$ cat config.mk
export PLATFORM = sky130hd
export DESIGN_NAME = brl_resolve
export DESIGN_NICKNAME = d
export VERILOG_FILES = /design/src/rtl/brl_pkg.sv /design/src/rtl/brl_decode.sv /design/src/rtl/brl_compare.sv /design/src/rtl/brl_slot.sv /design/src/rtl/brl_resolve.sv
export SDC_FILE = /design/constraint.sdc
export NUM_CORES = 1
export LEC_CHECK = 0
export CELL_PAD_IN_SITES_DETAIL_PLACEMENT = 0
export CELL_PAD_IN_SITES_GLOBAL_PLACEMENT = 2
export CORE_AREA = 2 2 124 126
export DETAILED_ROUTE_END_ITERATION = 16
export DIE_AREA = 0 0 126 128
export PLACE_DENSITY_LB_ADDON = 0.1
export SETUP_SLACK_MARGIN = 0.05
export SLEW_MARGIN = 20
export SYNTH_ARGS = -nofsm -noshare
export SYNTH_HDL_FRONTEND = slang
export SYNTH_SLANG_ARGS = --single-unit
export TNS_END_PERCENT = 50
$ cat constraint.sdc
create_clock -name clk_i -period 4.5 [get_ports clk_i]
set_input_delay 1.35 -clock clk_i [delete_from_list [all_inputs] [get_ports clk_i]]
set_output_delay 1.35 -clock clk_i [all_outputs]
set_load 0.05 [all_outputs]
$ cat src/rtl/brl_pkg.sv
package brl_pkg;
  localparam int unsigned XLEN  = 32;
  localparam int unsigned OP_W  = 6;
  localparam int unsigned OFF_W = 16;

  localparam logic [OP_W-1:0] OP_BNE_LIKELY = 6'b010101;
  localparam logic [OP_W-1:0] OP_SPECIAL    = 6'b000000;
  localparam logic [OP_W-1:0] OP_COP0       = 6'b010000;

  typedef struct packed {
    logic            taken;
    logic [XLEN-1:0] target;
  } pend_t;
endpackage

$ cat src/rtl/brl_decode.sv
module brl_decode
  import brl_pkg::*;
#(
  parameter int unsigned W     = XLEN,
  parameter int unsigned OFF_B = OFF_W
) (
  input  logic [W-1:0] instr_i,
  input  logic [W-1:0] pc_i,
  output logic         is_br_o,
  output logic         is_ctrl_o,
  output logic [W-1:0] target_o
);
  localparam int unsigned EXT_W = W - OFF_B - 2;

  logic [OP_W-1:0]  op;
  logic [5:0]       funct;
  logic [OFF_B-1:0] imm;
  logic [W-1:0]     seq_pc, offs;

  assign op    = instr_i[W-1 -: OP_W];
  assign funct = instr_i[5:0];
  assign imm   = instr_i[OFF_B-1:0];

  assign is_br_o = (op == OP_BNE_LIKELY);

  always_comb begin
    is_ctrl_o = 1'b0;
    if (op inside {[6'b000001:6'b000111]}) is_ctrl_o = 1'b1;
    if (op[5:2] == 4'b0101)                is_ctrl_o = 1'b1;
    if (op == OP_SPECIAL && funct inside {6'b001000, 6'b001001}) is_ctrl_o = 1'b1;
    if (op == OP_COP0 && instr_i[25] && funct inside {6'b011000, 6'b011111, 6'b100000})
      is_ctrl_o = 1'b1;
  end

  // base is the slot address; low pc bits dropped to keep word alignment
  assign seq_pc   = {pc_i[W-1:2], 2'b00} + W'(4);
  assign offs     = {{EXT_W{imm[OFF_B-1]}}, imm, 2'b00};
  assign target_o = seq_pc + offs;
endmodule

$ cat src/rtl/brl_compare.sv
module brl_compare #(
  parameter int unsigned W = 32
) (
  input  logic [W-1:0] a_i,
  input  logic [W-1:0] b_i,
  output logic         ne_o
);
  assign ne_o = |(a_i ^ b_i);
endmodule

$ cat src/rtl/brl_slot.sv
module brl_slot
  import brl_pkg::*;
#(
  parameter int unsigned W = XLEN
) (
  input  logic         clk_i,
  input  logic         rst_ni,
  input  logic         valid_i,
  input  logic         advance_i,
  input  logic         is_br_i,
  input  logic         is_ctrl_i,
  input  logic         cond_i,
  input  logic [W-1:0] target_i,
  output logic         taken_o,
  output logic         redirect_o,
  output logic         nullify_o,
  output logic         hazard_o,
  output logic [W-1:0] target_o
);
  logic         pend_q, ptaken_q, fire, capture;
  logic [W-1:0] tgt_q;

  assign fire    = valid_i & advance_i;
  assign taken_o = valid_i & is_br_i & cond_i & ~pend_q;
  assign capture = fire & is_br_i & ~pend_q;

  always_ff @(posedge clk_i or negedge rst_ni) begin
    if (!rst_ni) begin
      pend_q   <= 1'b0;
      ptaken_q <= 1'b0;
      tgt_q    <= '0;
    end else if (fire) begin
      pend_q <= capture;  // slot consumes any pending decision
      if (capture) begin
        ptaken_q <= cond_i;
        tgt_q    <= target_i;
      end
    end
  end

  assign redirect_o = valid_i & pend_q & ptaken_q;
  assign nullify_o  = valid_i & pend_q & ~ptaken_q;
  assign hazard_o   = valid_i & pend_q & is_ctrl_i;
  assign target_o   = tgt_q;

  assert_taken_redirect_R5: assert property (@(posedge clk_i) disable iff (!rst_ni)
    (fire && taken_o) |=> (!valid_i || redirect_o));
  assert_untaken_nullify_R6: assert property (@(posedge clk_i) disable iff (!rst_ni)
    (capture && !cond_i) |=> (!valid_i || nullify_o));
  assert_exclusive_R6: assert property (@(posedge clk_i) disable iff (!rst_ni)
    !(redirect_o && nullify_o));
  assert_stall_keeps_R7: assert property (@(posedge clk_i) disable iff (!rst_ni)
    (valid_i && !advance_i && (redirect_o || nullify_o)) |=>
      ($stable(target_o) && (!valid_i || redirect_o || nullify_o)));
  assert_aligned_R4: assert property (@(posedge clk_i) disable iff (!rst_ni)
    redirect_o |-> (target_o[1:0] == 2'b00));
  assert_hazard_slot_R9: assert property (@(posedge clk_i) disable iff (!rst_ni)
    hazard_o |-> (redirect_o || nullify_o) && !taken_o);
endmodule

$ cat src/rtl/brl_resolve.sv
module brl_resolve
  import brl_pkg::*;
#(
  parameter int unsigned W     = XLEN,
  parameter int unsigned OFF_B = OFF_W
) (
  input  logic         clk_i,
  input  logic         rst_ni,
  input  logic         valid_i,
  input  logic         advance_i,
  input  logic [W-1:0] instr_i,
  input  logic [W-1:0] pc_i,
  input  logic [W-1:0] rs_val_i,
  input  logic [W-1:0] rt_val_i,
  output logic         taken_o,
  output logic [W-1:0] target_o,
  output logic         redirect_o,
  output logic         nullify_o,
  output logic         slot_hazard_o
);
  logic         is_br, is_ctrl, ne;
  logic [W-1:0] dec_tgt;

  brl_decode #(.W(W), .OFF_B(OFF_B)) u_dec (
    .instr_i  (instr_i),
    .pc_i     (pc_i),
    .is_br_o  (is_br),
    .is_ctrl_o(is_ctrl),
    .target_o (dec_tgt)
  );

  brl_compare #(.W(W)) u_cmp (
    .a_i (rs_val_i),
    .b_i (rt_val_i),
    .ne_o(ne)
  );

  brl_slot #(.W(W)) u_slot (
    .clk_i     (clk_i),
    .rst_ni    (rst_ni),
    .valid_i   (valid_i),
    .advance_i (advance_i),
    .is_br_i   (is_br),
    .is_ctrl_i (is_ctrl),
    .cond_i    (ne),
    .target_i  (dec_tgt),
    .taken_o   (taken_o),
    .redirect_o(redirect_o),
    .nullify_o (nullify_o),
    .hazard_o  (slot_hazard_o),
    .target_o  (target_o)
  );

  assert_nonbranch_quiet_R1: assert property (@(posedge clk_i) disable iff (!rst_ni)
    (!is_br) |-> !taken_o);
  assert_cond_R2: assert property (@(posedge clk_i) disable iff (!rst_ni)
    taken_o |-> (rs_val_i != rt_val_i));
endmodule

==> results of run 1 <==
cells by family after synthesis:
logic type / count (synthesis) / synth area share (%)
AO/OA/AOI/OAI: 126 / 22.9
adder cells (fa/ha/maj): 58 / 20.2
flip-flops: 32 / 22.1
buffers and inverters: 26 / 3.32
other: 1 / 0.104
XOR/XNOR: 54 / 13.1
multiplexers: 3 / 0.829
AND/OR/NAND/NOR: 130 / 17.4
worst max-delay path, cell delays in order:
cell and delay (ns):
clkdlybuf4s50_1 0.47, nor4_2 0.24, nand2_1 0.09, a21oi_1 0.14, a311oi_1 0.07, nor4_2 0.35
buf_12 0.19
through the flow:
step / setup WS (ns) / cells / util (%)
finish: 0.252 / 784 / 38.0
global route: 0.0955 / 784 / 38.0
CTS: 0.222 / 784 / 37.9
detailed placement: 0.147 / 776 / 36.9
global placement: 0.162 / 776 / 36.9
floorplan: 0.420 / 431 / -
registers in the layout, indices dropped and copies added, names as in the netlist:
name,count
u_slot.ptaken_q,1
u_slot.pend_q,1
u_slot.target_o,30
layout by cell type (no fill, tap or decap), types with 3 or more instances in the layout:
master,instances
buf_4,26
mux2i_1,3
a21oi_1,35
inv_1,6
nand2_1,58
a211oi_2,3
xnor2_1,14
o21ai_0,32
a31oi_1,4
nand4_1,16
dfrtp_1,32
ha_1,57
o21a_1,6
clkdlybuf4s50_1,148
nor4_1,10
o31ai_1,5
and3_1,6
xor2_1,40
nand3_1,5
a211o_1,3
o211ai_1,3
nor3_1,7
a21o_1,13
clkbuf_16,5
nor2_1,15
path summary, 6_finish.rpt:
path                                           startpoint                         endpoint  slack (ns)  cells past startpoint
setup / recovery                               instr_i[4]                    slot_hazard_o        0.25                      7
hold / removal             u_slot.target_o[8]$_DFFE_PN0P_   u_slot.target_o[8]$_DFFE_PN0P_        0.48                      2
setup reg to reg                u_slot.pend_q$_DFFE_PN0P_  u_slot.target_o[29]$_DFFE_PN0P_        2.55                      6
hold reg to reg            u_slot.target_o[8]$_DFFE_PN0P_   u_slot.target_o[8]$_DFFE_PN0P_        0.48                      2
max in group asynchronous                          rst_ni  u_slot.target_o[18]$_DFFE_PN0P_        2.68                      2
min in group asynchronous                          rst_ni   u_slot.target_o[8]$_DFFE_PN0P_        1.49                      2
cell type report:
| type | instances | share of cell area [%] |
|---|---|---|
| clock inverter | 1 | 0.133 |
| multi-input combinational | 373 | 48.1 |
| inverter | 6 | 0.399 |
| clock buffer | 7 | 2.53 |
| sequential | 32 | 14.2 |
| timing repair buffer | 177 | 30.5 |
| tap | 188 | 4.16 |
layer usage:
| metal | vias up | wire [microns] |
|---|---|---|
| li1 | 1922 | - |
| met1 | 1699 | 5190 |
| met2 | 102 | 5720 |
| met3 | 10 | 599 |
| met4 | 0 | 134 |
| met5 | - | 0 |
power by group:
group / switching [W] / total (W) / internal, W
clock: 0.000139 / 0.000360 / 0.000221
combinational: 0.000413 / 0.000752 / 0.000339
sequential: 0.0000215 / 0.000344 / 0.000323
total: 0.000574 / 0.00146 / 0.000883
timing repair:
action                     in CTS  in global routing
setup endpoints to repair       0                  1
hold buffers                    0                  0
resized for setup               0                  3
buffers inserted                0                  0
==> impl_metrics.env, run 1 <==
export IMPL_gp_congestion=0.790
export IMPL_outcome="complete, no violations"
export IMPL_grt_met1_usage_pct=18.0
export IMPL_layout_drive_gt1_share_pct=8.05
export IMPL_worstPathMaxFanout=3
export IMPL_dr_first_iter_drc_count=206
export IMPL_drtAntennaViolNets=0
export IMPL_core_sq_um=14900
export IMPL_fin_nets=785
export IMPL_async_flop_share_pct=100
export IMPL_antenna_found_initial=0
export IMPL_clk_pin_slew_ns=0.06
export IMPL_synthTopCellsByArea="dfrtp_1 (22%), ha_1 (20%), xor2_1 (9.7%)"
export IMPL_p_leak_nw=2.48
export IMPL_hold_viol_final=0
export IMPL_yosysWarnings=0
export IMPL_regArea_sq_um=801
export IMPL_dp_hpwl_microns=10100
export IMPL_rsz0062_at_grt="no"
export IMPL_ys_seq_area_share_pct=22.1
export IMPL_vdd_drop_max_uv=138
export IMPL_path_class="input pin to output pin"
export IMPL_cts_tree="yes"
export IMPL_nFillCells=1567
export IMPL_grt_usage_pct=14.6
export IMPL_use_met3_pct=2.88
export IMPL_die_area_sq_um=16100
export IMPL_start_kind="input pin"
export IMPL_numCtsBuffers=5
export IMPL_synth_top_area_share_pct=22.1
export IMPL_crit_arrival_ns=2.90
export IMPL_post_synth_top_count_cell="nand2_1"
export IMPL_cp_required_ns=3.15
export IMPL_initial_utilization_pct=24.4
export IMPL_finalSetupTns_ns=0
export IMPL_synth_top_area_cell="dfrtp_1"
export IMPL_cts_buffer_depth=2
export IMPL_synthFlopType="dfrtp_1"
export IMPL_drv_slew=0
export IMPL_ys_top_cells_by_count="nand2_1 (58), ha_1 (57), xor2_1 (40)"
export IMPL_synth_avg_cell_area_sq_um=8.42
export IMPL_fp_dieW_microns=126
export IMPL_multi_input_area_sq_um=2720
export IMPL_grt_max_degree=33
export IMPL_remaining_drc_errors=0
export IMPL_drv_cap=0
export IMPL_htree_num_levels=2
export IMPL_finClkSkew_ns=0.00611
export IMPL_drt_wl_total_microns=11600
export IMPL_finalCriticalPeriod_ns=4.25
export IMPL_ys_seq_elements=32
export IMPL_firstDrtPassIters=4
export IMPL_num_rows=45
export IMPL_vias=3733
export IMPL_area_growth_pct=55.9
export IMPL_max_freq_mhz=235
export IMPL_overflow=0
export IMPL_portBuffers=154
export IMPL_pin_count=168
export IMPL_wl_per_cell_microns=14.9
export IMPL_power_total_w=0.00146
export IMPL_root_buffer="clkbuf_16"
export IMPL_endpoint_kind="output pin"
export IMPL_vias_per_cell=4.76
export IMPL_holdWs_ns=0.478
export IMPL_final_area_sq_um=5650
export IMPL_clock_latency_ns=0.29
export IMPL_antenna_cells=0
export IMPL_synth_edf_count=0
export IMPL_gr_max_usage_layer="met2"
export IMPL_grt_pass1_wl_microns=19000
export IMPL_syn_inst=430
export IMPL_hold_path_class="flop to flop"
export IMPL_netlist_area_sq_um=3620
export IMPL_gr_usage_met2_pct=26.0
export IMPL_relSlewSlack_pct=52.2
export IMPL_die_h_microns=128
export IMPL_placed_area_sq_um=5490
export IMPL_fin_crit_sh_pct=94.4
export IMPL_setup_viol=0
export IMPL_worst_pin_slew_ns=0.711
export IMPL_synth_cell_type_count=55
export IMPL_clock_sinks=32
export IMPL_powerDensity_nw_per_um2=258
export IMPL_first_global_vias=3813
Note: power is estimated with default switching activity, not from simulation.
==> run 2, diff against run 1 <==
--- a/config.mk
+++ b/config.mk
@@ -6,10 +6,11 @@
 export NUM_CORES = 1
 export LEC_CHECK = 0
 export CELL_PAD_IN_SITES_DETAIL_PLACEMENT = 0
-export CELL_PAD_IN_SITES_GLOBAL_PLACEMENT = 2
-export CORE_AREA = 2 2 124 126
+export CELL_PAD_IN_SITES_GLOBAL_PLACEMENT = 1
+export CORE_AREA = 2 2 110 112
+export CTS_CLUSTER_DIAMETER = 40
 export DETAILED_ROUTE_END_ITERATION = 16
-export DIE_AREA = 0 0 126 128
+export DIE_AREA = 0 0 112 114
 export PLACE_DENSITY_LB_ADDON = 0.1
 export SETUP_SLACK_MARGIN = 0.05
 export SLEW_MARGIN = 20
==> run 2 against run 1 <==
Count of clock-buffer cells in the layout fell by 2. Sequential power barely moved. Critical path depth did not move. First-iteration DRC count fell by 33%. Design area fell by 1.5%. Global-route usage rose by 2.5 points. Worst hold slack got worse by 0.0015 ns. Maximum frequency fell by 0.14%. Total power rose by 1.7%. Register-to-register slack got worse by 0.11 ns. Critical endpoint unchanged.
==> impl_metrics.env, run 2 (synthesized netlist as in run 1, its figures left out) <==
export IMPL_min_path_cells=2
export IMPL_cts_resized_gates=0
export IMPL_die_area_sq_um=12800
export IMPL_root_buffer="clkbuf_16"
export IMPL_path_class="input pin to output pin"
export IMPL_remaining_drc_errors=0
export IMPL_powerDensity_nw_per_um2=266
export IMPL_clock_sinks=32
export IMPL_finalCriticalPeriod_ns=4.25
export IMPL_num_rows=40
export IMPL_cp_required_ns=3.15
export IMPL_wl_per_cell_microns=14.6
export IMPL_fin_nets=780
export IMPL_finClkSkew_ns=0.00586
export IMPL_die_h_microns=114
export IMPL_relSlewSlack_pct=55.2
export IMPL_hold_viol_final=0
export IMPL_ff2ff_setup_slack_ns=2.44
export IMPL_layout_drive_gt1_share_pct=7.28
export IMPL_numCtsBuffers=5
export IMPL_most_common_layout_cells="clkdlybuf4s50_1 (150), nand2_1 (58), ha_1 (57), xor2_1 (40), a21oi_1 (35)"
export IMPL_initial_utilization_pct=30.9
export IMPL_post_cts_buffers=0
export IMPL_fin_crit_sh_pct=94.5
export IMPL_hp_start="u_slot.target_o[24]$_DFFE_PN0P_"
export IMPL_r2r_end="u_slot.target_o[28]$_DFFE_PN0P_"
export IMPL_fp_dieW_microns=112
export IMPL_vias_per_cell=5.05
export IMPL_clk_pin_slew_ns=0.05
export IMPL_portBuffers=154
export IMPL_start_kind="input pin"
export IMPL_layout_commonest_cell="clkdlybuf4s50_1"
export IMPL_drv_slew=0
export IMPL_core_sq_um=11700
export IMPL_grt_pass1_wl_microns=17900
export IMPL_reg2reg_depth=7
export IMPL_hold_path_class="flop to flop"
export IMPL_area_growth_pct=53.6
export IMPL_worst_pin_slew_ns=0.666
export IMPL_cts_buffer_depth=2
export IMPL_nFillCells=1154
export IMPL_vdd_drop_max_uv=172
export IMPL_worst_slack_ns=0.246
export IMPL_finalSetupTns_ns=0
export IMPL_rsz0062_at_grt="no"
export IMPL_setup_viol=0
export IMPL_grt_max_degree=47
export IMPL_clock_latency_ns=0.28
export IMPL_p_leak_nw=2.45
export IMPL_outcome="complete, no violations"
export IMPL_first_global_vias=3874
export IMPL_antenna_found_initial=0
export IMPL_max_freq_mhz=235
export IMPL_largest_register_ffs=30
export IMPL_dp_slack_ns=0.163
export IMPL_hold_end="u_slot.target_o[24]$_DFFE_PN0P_"
export IMPL_r2r_start="u_slot.pend_q$_DFFE_PN0P_"
export IMPL_cts_tree="yes"
export IMPL_htree_num_levels=2
export IMPL_antenna_cells=0
export IMPL_dr_first_iter_drc_count=137
export IMPL_drtAntennaViolNets=0
export IMPL_overflow=0
export IMPL_worstPathMaxFanout=4
export IMPL_drt_wl_total_microns=10800
export IMPL_pin_count=168
export IMPL_endpoint_kind="output pin"
export IMPL_dp_hpwl_microns=9160
export IMPL_grt_usage_pct=17.2
export IMPL_final_util_pct=47.5
export IMPL_crit_arrival_ns=2.90
export IMPL_gp_congestion=0.849
export IMPL_cts_hold_fix_buffers=0
export IMPL_drv_cap=0
export IMPL_firstDrtPassIters=4
export IMPL_vias=3725
## run 2: power by group
group	internal (W)	switching, W
clock	0.000260	0.000138
combinational	0.000334	0.000406
sequential	0.000323	0.0000206
total	0.000917	0.000565
## run 2: per-stage QoR
stage	power, W	instance area, sq um	hold WS [ns]	instances
finish	0.00148	5570	0.476	738
global route	0.00158	5570	0.497	738
CTS	0.00150	5570	0.482	738
detailed placement	0.00109	5400	0.465	730
global placement	0.00109	5400	0.462	730
floorplan	0.000795	3630	0.465	431
## run 2: worst max-delay path, stage by stage
cell and delay [ns]:
clkdlybuf4s50_1 0.48, nor4_1 0.29, nand2_1 0.11, a21oi_1 0.15
a311oi_1 0.08, nor4_2 0.26, buf_12 0.19
## run 2: how the worst max path moves through the flow
stage                     startpoint                              end  slack (ns)  cells past startpoint
after detailed placement  instr_i[1]  u_slot.target_o[31]$_DFFE_PN0P_        0.16                      9
after global placement    instr_i[1]  u_slot.target_o[31]$_DFFE_PN0P_        0.20                      9
after CTS                 instr_i[1]                    slot_hazard_o        0.25                      7
after global routing      instr_i[1]                    slot_hazard_o        0.14                      7
after floorplan           instr_i[1]                    slot_hazard_o        0.42                      5
final                     instr_i[1]                    slot_hazard_o        0.25                      7
## run 2: layout make-up
class                   instances  area, sq um  area share [%]
clock buffers                   5          125            2.25
clock inverters                 3         42.5           0.764
inverters                       6         22.5           0.405
multi-input cells             373         2710            48.7
flip-flops and latches         32          801            14.4
well taps                     147          184            3.30
repair buffers                172         1680            30.2
## run 2: routing by layer
layer	track usage [%]	share of wire [%]	vias to the layer above
li1	-	-	1905
met1	20.6	43	1688
met2	30.8	49	114
met3	2.92	5.5	18
met4	6.50	3.0	0
met5	0	0	-
==> run 3, diff against run 2 <==
--- a/config.mk
+++ b/config.mk
@@ -12,7 +12,6 @@
 export DETAILED_ROUTE_END_ITERATION = 16
 export DIE_AREA = 0 0 112 114
 export PLACE_DENSITY_LB_ADDON = 0.1
-export SETUP_SLACK_MARGIN = 0.05
 export SLEW_MARGIN = 20
 export SYNTH_ARGS = -nofsm -noshare
 export SYNTH_HDL_FRONTEND = slang
==> results of run 3 <==
No change in the layout: final DEF, timing and power equal those of run 2.
